## src/rtl/spi_csh_pkg.sv

```systemverilog
package spi_csh_pkg;

    localparam int WORD_W   = 32;
    localparam int DATA_W   = 16;
    localparam int BE_W     = WORD_W / 8;
    localparam int DATA_BYT = DATA_W / 8;
    localparam int HOLD_POS = 28;
    localparam int HOLD_BYT = HOLD_POS / 8;

    typedef enum logic [2:0] {
        ST_IDLE,
        ST_LEAD,
        ST_LAUNCH,
        ST_SHIFT,
        ST_TRAIL,
        ST_PARK
    } csh_state_e;

    typedef struct packed {
        logic data_hit;
        logic hold_hit;
        logic hold_only;
        logic hold_val;
    } wr_req_t;

    function automatic wr_req_t decode_wr(input logic [BE_W-1:0] be,
                                          input logic [WORD_W-1:0] d);
        wr_req_t r;
        r.data_hit  = |be[DATA_BYT-1:0];
        r.hold_hit  = be[HOLD_BYT];
        r.hold_only = be[HOLD_BYT] & ~(|be[DATA_BYT-1:0]);
        r.hold_val  = d[HOLD_POS];
        return r;
    endfunction

endpackage

```

## src/rtl/csh_regs.sv

```systemverilog
module csh_regs
    import spi_csh_pkg::*;
(
    input  logic              clk,
    input  logic              rst,
    input  logic              master_en,
    input  logic              wr_en,
    input  logic [BE_W-1:0]   wr_be,
    input  logic [WORD_W-1:0] wr_data,
    input  logic              accept,
    output logic [DATA_W-1:0] data_q,
    output logic              data_go,
    output logic              launch_hold,
    output logic              hold_drop
);

    wr_req_t req;
    logic    hold_q;

    always_comb begin
        req         = decode_wr(wr_be, wr_data);
        data_go     = wr_en & req.data_hit & accept;
        hold_drop   = wr_en & req.hold_only & ~req.hold_val;
        launch_hold = master_en & (req.hold_hit ? req.hold_val : hold_q);
    end

    for (genvar b = 0; b < DATA_BYT; b++) begin : g_lane
        always_ff @(posedge clk) begin
            if (rst)
                data_q[b*8 +: 8] <= '0;
            else if (data_go && wr_be[b])
                data_q[b*8 +: 8] <= wr_data[b*8 +: 8];
        end
    end

    always_ff @(posedge clk) begin
        if (rst)
            hold_q <= 1'b0;
        else if (data_go && req.hold_hit)
            hold_q <= req.hold_val;
        else if (wr_en && req.hold_only)
            hold_q <= req.hold_val;
    end


    drop_keeps_data_chk: assert property (@(posedge clk) disable iff (rst)
        (wr_en && req.data_hit && !accept) |=> $stable(data_q));


    hold_only_no_go_chk: assert property (@(posedge clk) disable iff (rst)
        (wr_en && req.hold_only) |-> !data_go);

endmodule

```

## src/rtl/csh_seq.sv

```systemverilog
module csh_seq
    import spi_csh_pkg::*;
#(
    parameter int LEAD_CYC  = 3,
    parameter int TRAIL_CYC = 2
) (
    input  logic clk,
    input  logic rst,
    input  logic data_go,
    input  logic launch_hold,
    input  logic hold_drop,
    input  logic xfer_done,
    output logic accept,
    output logic start,
    output logic cs_active
);

    localparam int MAX_CYC = (LEAD_CYC > TRAIL_CYC) ? LEAD_CYC : TRAIL_CYC;
    localparam int CNT_W   = $clog2(MAX_CYC + 1);
    localparam logic [CNT_W-1:0] LEAD_LAST  = CNT_W'(LEAD_CYC - 1);
    localparam logic [CNT_W-1:0] TRAIL_LAST = CNT_W'(TRAIL_CYC - 1);

    csh_state_e       st, st_nx;
    logic [CNT_W-1:0] cnt, cnt_nx;
    logic             xfer_hold;

    always_comb begin
        st_nx  = st;
        cnt_nx = cnt;
        unique case (st)
            ST_IDLE: begin
                cnt_nx = '0;
                if (data_go) st_nx = ST_LEAD;
            end
            ST_LEAD: begin
                if (cnt == LEAD_LAST) begin
                    st_nx  = ST_LAUNCH;
                    cnt_nx = '0;
                end else begin
                    cnt_nx = cnt + 1'b1;
                end
            end
            ST_LAUNCH: st_nx = ST_SHIFT;
            ST_SHIFT: begin
                cnt_nx = '0;
                if (xfer_done) st_nx = xfer_hold ? ST_PARK : ST_TRAIL;
            end
            ST_TRAIL: begin
                if (cnt == TRAIL_LAST) begin
                    st_nx  = ST_IDLE;
                    cnt_nx = '0;
                end else begin
                    cnt_nx = cnt + 1'b1;
                end
            end
            ST_PARK: begin
                if (data_go)        st_nx = ST_LAUNCH;
                else if (hold_drop) st_nx = ST_IDLE;
            end
            default: st_nx = ST_IDLE;
        endcase
    end

    always_ff @(posedge clk) begin
        if (rst) begin
            st        <= ST_IDLE;
            cnt       <= '0;
            xfer_hold <= 1'b0;
        end else begin
            st  <= st_nx;
            cnt <= cnt_nx;
            if (data_go) xfer_hold <= launch_hold;
        end
    end

    assign accept    = (st == ST_IDLE) || (st == ST_PARK);
    assign start     = (st == ST_LAUNCH);
    assign cs_active = (st != ST_IDLE);


    start_single_chk: assert property (@(posedge clk) disable iff (rst)
        start |=> !start);


    park_no_glitch_chk: assert property (@(posedge clk) disable iff (rst)
        (st == ST_PARK && data_go) |=> (cs_active && start));


    park_release_chk: assert property (@(posedge clk) disable iff (rst)
        (st == ST_PARK && hold_drop && !data_go) |=> (!cs_active && !start));


    held_after_done_chk: assert property (@(posedge clk) disable iff (rst)
        (st == ST_SHIFT && xfer_done && xfer_hold) |=> (cs_active && !start));


    trail_keeps_cs_chk: assert property (@(posedge clk) disable iff (rst)
        (st == ST_SHIFT && xfer_done && !xfer_hold) |=> cs_active);


    lead_before_start_chk: assert property (@(posedge clk) disable iff (rst)
        (st == ST_IDLE && data_go) |=> (cs_active && !start));

endmodule

```

## src/rtl/spi_cs_hold_ctrl.sv

```systemverilog
module spi_cs_hold_ctrl
    import spi_csh_pkg::*;
#(
    parameter int LEAD_CYC  = 3,
    parameter int TRAIL_CYC = 2
) (
    input  logic        clk,
    input  logic        rst,
    input  logic        master_en,
    input  logic        wr_en,
    input  logic [3:0]  wr_be,
    input  logic [31:0] wr_data,
    output logic        xfer_start,
    output logic [15:0] xfer_data,
    input  logic        xfer_done,
    output logic        cs_n
);

    logic accept, data_go, launch_hold, hold_drop, cs_active;

    csh_regs u_regs (
        .clk         (clk),
        .rst         (rst),
        .master_en   (master_en),
        .wr_en       (wr_en),
        .wr_be       (wr_be),
        .wr_data     (wr_data),
        .accept      (accept),
        .data_q      (xfer_data),
        .data_go     (data_go),
        .launch_hold (launch_hold),
        .hold_drop   (hold_drop)
    );

    csh_seq #(
        .LEAD_CYC  (LEAD_CYC),
        .TRAIL_CYC (TRAIL_CYC)
    ) u_seq (
        .clk         (clk),
        .rst         (rst),
        .data_go     (data_go),
        .launch_hold (launch_hold),
        .hold_drop   (hold_drop),
        .xfer_done   (xfer_done),
        .accept      (accept),
        .start       (xfer_start),
        .cs_active   (cs_active)
    );

    assign cs_n = ~(master_en & cs_active);


    slave_cs_high_chk: assert property (@(posedge clk) disable iff (rst)
        (!master_en) |-> cs_n);

endmodule

```

## config.mk

```make
export PLATFORM = sky130hd
export DESIGN_NAME = spi_cs_hold_ctrl
export DESIGN_NICKNAME = d
export VERILOG_FILES = /design/src/rtl/spi_csh_pkg.sv /design/src/rtl/csh_regs.sv /design/src/rtl/csh_seq.sv /design/src/rtl/spi_cs_hold_ctrl.sv
export SDC_FILE = /design/constraint.sdc
export NUM_CORES = 1
export LEC_CHECK = 0
export BUFFER_PORTS_ARGS = -buffer_cell sky130_fd_sc_hd__buf_2
export CORE_MARGIN = 4
export CORE_UTILIZATION = 47
export DETAILED_ROUTE_END_ITERATION = 16
export PLACE_DENSITY_LB_ADDON = 0.1
export SYNTH_ARGS = -nofsm -noshare
export SYNTH_HDL_FRONTEND = slang
export SYNTH_SLANG_ARGS = --single-unit
export TNS_END_PERCENT = 20
```

## constraint.sdc

```tcl
create_clock -name clk -period 3.3 [get_ports clk]
set_input_delay 0.66 -clock clk [delete_from_list [all_inputs] [get_ports clk]]
set_output_delay 0.66 -clock clk [all_outputs]
set_load 0.005 [all_outputs]
```

# Yosys cells after proc, flatten, opt, wreduce, memory -nomap -nowiden

Cells that the tools add are included.

Register bits after elaboration: 23
Input port bits: 41
Output and inout bits: 18
Logic and storage cells: 55

Add/subtract/negate cells: 1
Eq/ne operators: 12
Muxes and demuxes: 14
Bitwise gates (word level): 10
Reduce and logical (&&, ||, !) cells: 12

Operator list:

| kind                                                 | number |
|---|---|
| 2-to-1 mux 3 bit                                     | 6 |
| one-hot mux 3 bit (6 select lines)                   | 1 |
| AND 1 bit                                            | 7 |
| equality test 3 x 2 -> 1 bit (second input constant) | 2 |
| equality test 3 bit (second input constant)          | 2 |
| one-hot mux 2 bit (3 select lines)                   | 1 |
| nonzero test 3 bit                                   | 2 |
| AND reduction 5 bit                                  | 1 |
| logical AND 1 bit                                    | 4 |
| 2-to-1 mux 1 bit                                     | 4 |
| 2-to-1 mux 2 bit                                     | 2 |
| != test 2 x 1 -> 1 bit (second input constant)       | 2 |
| != test 2 bit (second input constant)                | 2 |
| OR reduction 2 bit                                   | 2 |
| equality test 3 x 1 -> 1 bit (second input constant) | 1 |
| zero test 3 bit                                      | 1 |
| != test 3 bit (second input constant)                | 1 |
| NOT 1 bit                                            | 3 |
| adder 2 x 1 -> 2 bit (second input constant)         | 1 |
| equality test 2 x 1 -> 1 bit (second input constant) | 1 |
| equality test 2 bit (second input constant)          | 1 |
| nonzero test 2 bit                                   | 1 |
| logical OR 1 bit                                     | 1 |

# Logic depth before layout (Yosys ltp)

Word-level depth: 8
Mapped depth: 5

# By module

Synthesis repeated with hierarchy kept, for this count alone.

Cells, all modules: 113
Area total of the unflattened synthesis: 1057.3 um^2

Modules (own cells, without submodules):

| module           | times used | cells an instance | area an instance (um^2) | seq. area each (um^2) |
|---|---|---|---|---|
| csh_regs         | 1          | 64                | 656.9                   | 340.3 |
| csh_seq          | 1          | 48                | 396.6                   | 120.1 |
| spi_cs_hold_ctrl | 1          | 1                 | 3.8                     | 0.0 |

# Worst setup path after synthesis

Ideal clock, no wire load.

Path type: register -> output
From: register u_seq.st[1]
To: output xfer_start
Arrival: 957 ps
Required time: 2640 ps
Setup slack: 1683 ps
Stages on the path, launching flop included: 3
Cells stage by stage: dfxtp_1 > clkbuf_1 > nor3b_1

Cells in the longest elaborated chain, start to end: 1

RTL lines:

| item                         | line                   | text |
|---|---|---|
| start, declared              | csh_seq.sv:23          | `csh_state_e st, st_nx;` |
| start signal, assigned       | csh_seq.sv:70          | `st <= st_nx;` |
| equality test 3 x 2 -> 1 bit | csh_seq.sv:77          | `assign start = (st == ST_LAUNCH);` |
| end, declared                | spi_cs_hold_ctrl.sv:13 | `output logic xfer_start,` |

Every way passes these cells.

# Worst setup path in the final report

Same ends and word-level chain as after synthesis.

==> reports/qor.json <==
{
  "status": {"value": "complete, no violations"},
  "htreeDepth": {"value": 1},
  "grt_max_degree": {"value": 24},
  "p_per_area": {"value": 591, "unit": "mW/mm2"},
  "whs": {"value": 0.508, "unit": "ns"},
  "die_w": {"value": 56.0, "unit": "um"},
  "async_flop_share": {"value": 0},
  "cts.repair_timing.setup_buffer_count": {"value": 0},
  "fraction_of_final_layout_cells_with_drive_strength_greater_than_1": {"value": 0.357},
  "cts.sink_count": {"value": 23},
  "setup.worst_path.start_class": {"value": "flip-flop"},
  "crit_arrival": {"value": 1.34, "unit": "ns"},
  "rsz0062_at_grt": {"value": "no"},
  "power.sequential.fraction": {"value": 0.472},
  "wl_per_cell": {"value": 12.1, "unit": "um"},
  "antenna_cells": {"value": 0},
  "setup_slack": {"value": 1.30, "unit": "ns"},
  "clk_latency": {"value": 0.29, "unit": "ns"},
  "worst_hold_path_type": {"value": "flip-flop to flip-flop"},
  "drv_cap": {"value": 0},
  "grt_overflow_total": {"value": 0},
  "clk_path_buf_depth": {"value": 2},
  "power_report.internal_total": {"value": 514, "unit": "uW"},
  "combinational_cell_fraction_of_total_power": {"value": 0.373},
  "setup_viol_count_final": {"value": 0},
  "max-slew-margin-rel": {"value": 0.642},
  "number_of_top_level_pins": {"value": 59},
  "synth_flop_cell": {"value": "sky130_fd_sc_hd__dfxtp_1"},
  "met2_usage": {"value": 0.272},
  "synth-seq-area-share": {"value": 0.425},
  "worstSetupEndpointType": {"value": "primary output"},
  "grt_pass1_vias": {"value": 962},
  "fin_skew": {"value": 0.00241, "unit": "ns"},
  "post-route-period-util": {"value": 0.607},
  "die_area": {"value": 0.00314, "unit": "mm2"},
  "timing.critical_path.required": {"value": 2.64, "unit": "ns"},
  "met3_global_route_usage": {"value": 0.0394},
  "crit_type": {"value": "flip-flop to primary output"},
  "total_switching_power": {"value": 275, "unit": "uW"},
  "numCtsBuffers": {"value": 3},
  "postSynthNetCount": {"value": 154},
  "hold_viol": {"value": 0},
  "dr.pass1.iters": {"value": 4},
  "grt.busiest_layer": {"value": "met2"},
  "vias": {"value": 927},
  "critical_path.max_fanout": {"value": 16},
  "setup-tns-final": {"value": 0, "unit": "ns"},
  "initial_utilization": {"value": 0.490},
  "max_slew.worst_pin.slew": {"value": 0.536, "unit": "ns"},
  "cts.clk_slew.worst_paths": {"value": 0.12, "unit": "ns"},
  "power.share.switching": {"value": 0.349},
  "grt_util_met1": {"value": 0.176},
  "synthToLayoutAreaGrowth": {"value": 23.2, "unit": "%"},
  "postRouteWirelength": {"value": 2200, "unit": "um"},
  "dp_cells": {"value": 178},
  "postSynthCellCount": {"value": 113},
  "grt_antenna_before_repair": {"value": 0},
  "final_instance_count_excl_fillers": {"value": 182},
  "detail_route.drc_violations": {"value": 0},
  "place.detailed.hpwl": {"value": 1690, "unit": "um"},
  "number_of_flops_mapped_to_enable_cells_by_yosys": {"value": 0},
  "drt-vias-per-instance": {"value": 5.09},
  "post_synth.cell_area_avg": {"value": 9.59, "unit": "um2"},
  "preCtsSetupSlack": {"value": 1.49, "unit": "ns"},
  "worstRegToRegCells": {"value": 5},
  "power.share.clock": {"value": 0.155},
  "holdPathStages": {"value": 2},
  "chipHeight": {"value": 56.0, "unit": "um"},
  "io_buffer_count": {"value": 42},
  "gpl.final_weighted_congestion": {"value": 0.677},
  "nets": {"value": 196},
  "final_common_cell": {"value": "sky130_fd_sc_hd__buf_2"},
  "period_needed": {"value": 2.00, "unit": "ns"},
  "drt.antenna.violating_nets": {"value": 0},
  "cellLeakagePower": {"value": 0.676, "unit": "nW"},
  "globalRouteTotalUtil": {"value": 0.152},
  "nFillCells": {"value": 211},
  "mappedNetlistArea": {"value": 0.00108, "unit": "mm2"},
  "count_of_instances_resized_after_the_clock_tree_is_built": {"value": 0},
  "vdd_ir_drop_max": {"value": 0.367, "unit": "mV"},
  "finalMaxSlewViolations": {"value": 0},
  "first_iter_violations": {"value": 13},
  "achievable-frequency": {"value": 0.499, "unit": "GHz"},
  "holdBufCountCts": {"value": 0},
  "postSynthRegisterBits": {"value": 23},
  "core.rowCount": {"value": 17},
  "yosys.cell_types.count": {"value": 35},
  "grt_pass1_wl": {"value": 3950, "unit": "um"},
  "clock_tree_from_tritoncts": {"value": "yes"},
  "yosysWarnings": {"value": 0},
  "core_region_area": {"value": 0.00221, "unit": "mm2"},
  "cts.root.buffer_cell": {"value": "sky130_fd_sc_hd__clkbuf_4"},
  "mostFrequentLayoutCells": {"value": "sky130_fd_sc_hd__buf_2, sky130_fd_sc_hd__dfxtp_1, sky130_fd_sc_hd__nor2_1, sky130_fd_sc_hd__mux2i_1, sky130_fd_sc_hd__o21ai_0"}
}
-- state kept, by name, summed over array words and instances (netlist names) --
register and count:
u_regs.data_q 16, u_regs.hold_q 1, u_seq.xfer_hold 1, u_seq.cnt 2
u_seq.st 3
-- cell type report --
| type | instances | area [um2] | area share |
|---|---|---|---|
| tap | 28 | 35.0 | 0.0262 |
| multi-input combinational | 83 | 596 | 0.446 |
| clock buffer | 4 | 26.3 | 0.0197 |
| sequential | 23 | 460 | 0.345 |
| timing repair buffer | 42 | 210 | 0.157 |
| inverter | 2 | 7.51 | 0.00562 |
-- critical path, stage by stage, from the launching register on --
cell and delay (ns):
sky130_fd_sc_hd__dfxtp_1 0.68, sky130_fd_sc_hd__nor3b_1 0.23, sky130_fd_sc_hd__buf_2 0.14
-- cell families after synthesis --
group | share of synthesized area
buf+inv | 0.0254
flops | 0.425
compound gates | 0.143
simple gates | 0.240
mux | 0.166
-- final timing paths --
path / end / startpoint / slack (ns)
worst max register to register: u_seq.st[1] / u_seq.st[2] / 1.52
worst min-delay path: u_regs.data_q[14] / u_regs.data_q[14] / 0.51
worst max-delay path: xfer_start / u_seq.st[1] / 1.30
worst min register to register: u_regs.data_q[14] / u_regs.data_q[14] / 0.51
-- synthesized netlist by cell type, drive strengths merged, types with 2 or more instances --
library cell / number / area, um2
dfxtp: 23 / 460
nor2: 21 / 78.8
mux2i: 18 / 180
o21ai: 8 / 43.8
a21oi: 4 / 23.8
clkbuf: 4 / 15.0
nand2: 4 / 15.0
nand2b: 3 / 18.8
nand3: 3 / 40.0
nor3b: 3 / 27.5
a22oi: 2 / 15.0
inv: 2 / 7.51
nor3: 2 / 21.3
-- power groups by stage --
stage               clock network, mW  logic, mW  registers, mW
global placement                    0      0.292          0.376
finish                          0.122      0.294          0.372
CTS                             0.130      0.300          0.373
global route                    0.145      0.331          0.380
floorplan                           0      0.242          0.355
detailed placement                  0      0.299          0.380
-- metrics by stage --
step / utilization / instance area (um2) / total power [mW]
after detailed placement: 0.592 / 1310 / 0.678
after global routing: 0.604 / 1340 / 0.857
after global placement: 0.592 / 1310 / 0.668
final: 0.604 / 1340 / 0.789
after CTS: 0.604 / 1340 / 0.803
after floorplan: - / 1080 / 0.597
-- per-layer routing --
layer  up-vias  part of all wire
li1        482                 -
met1       420              0.43
met2        23              0.49
met3         2             0.071
met4         0            0.0064
met5         -                 0
No activity file was read; power rests on OpenSTA's default activity.
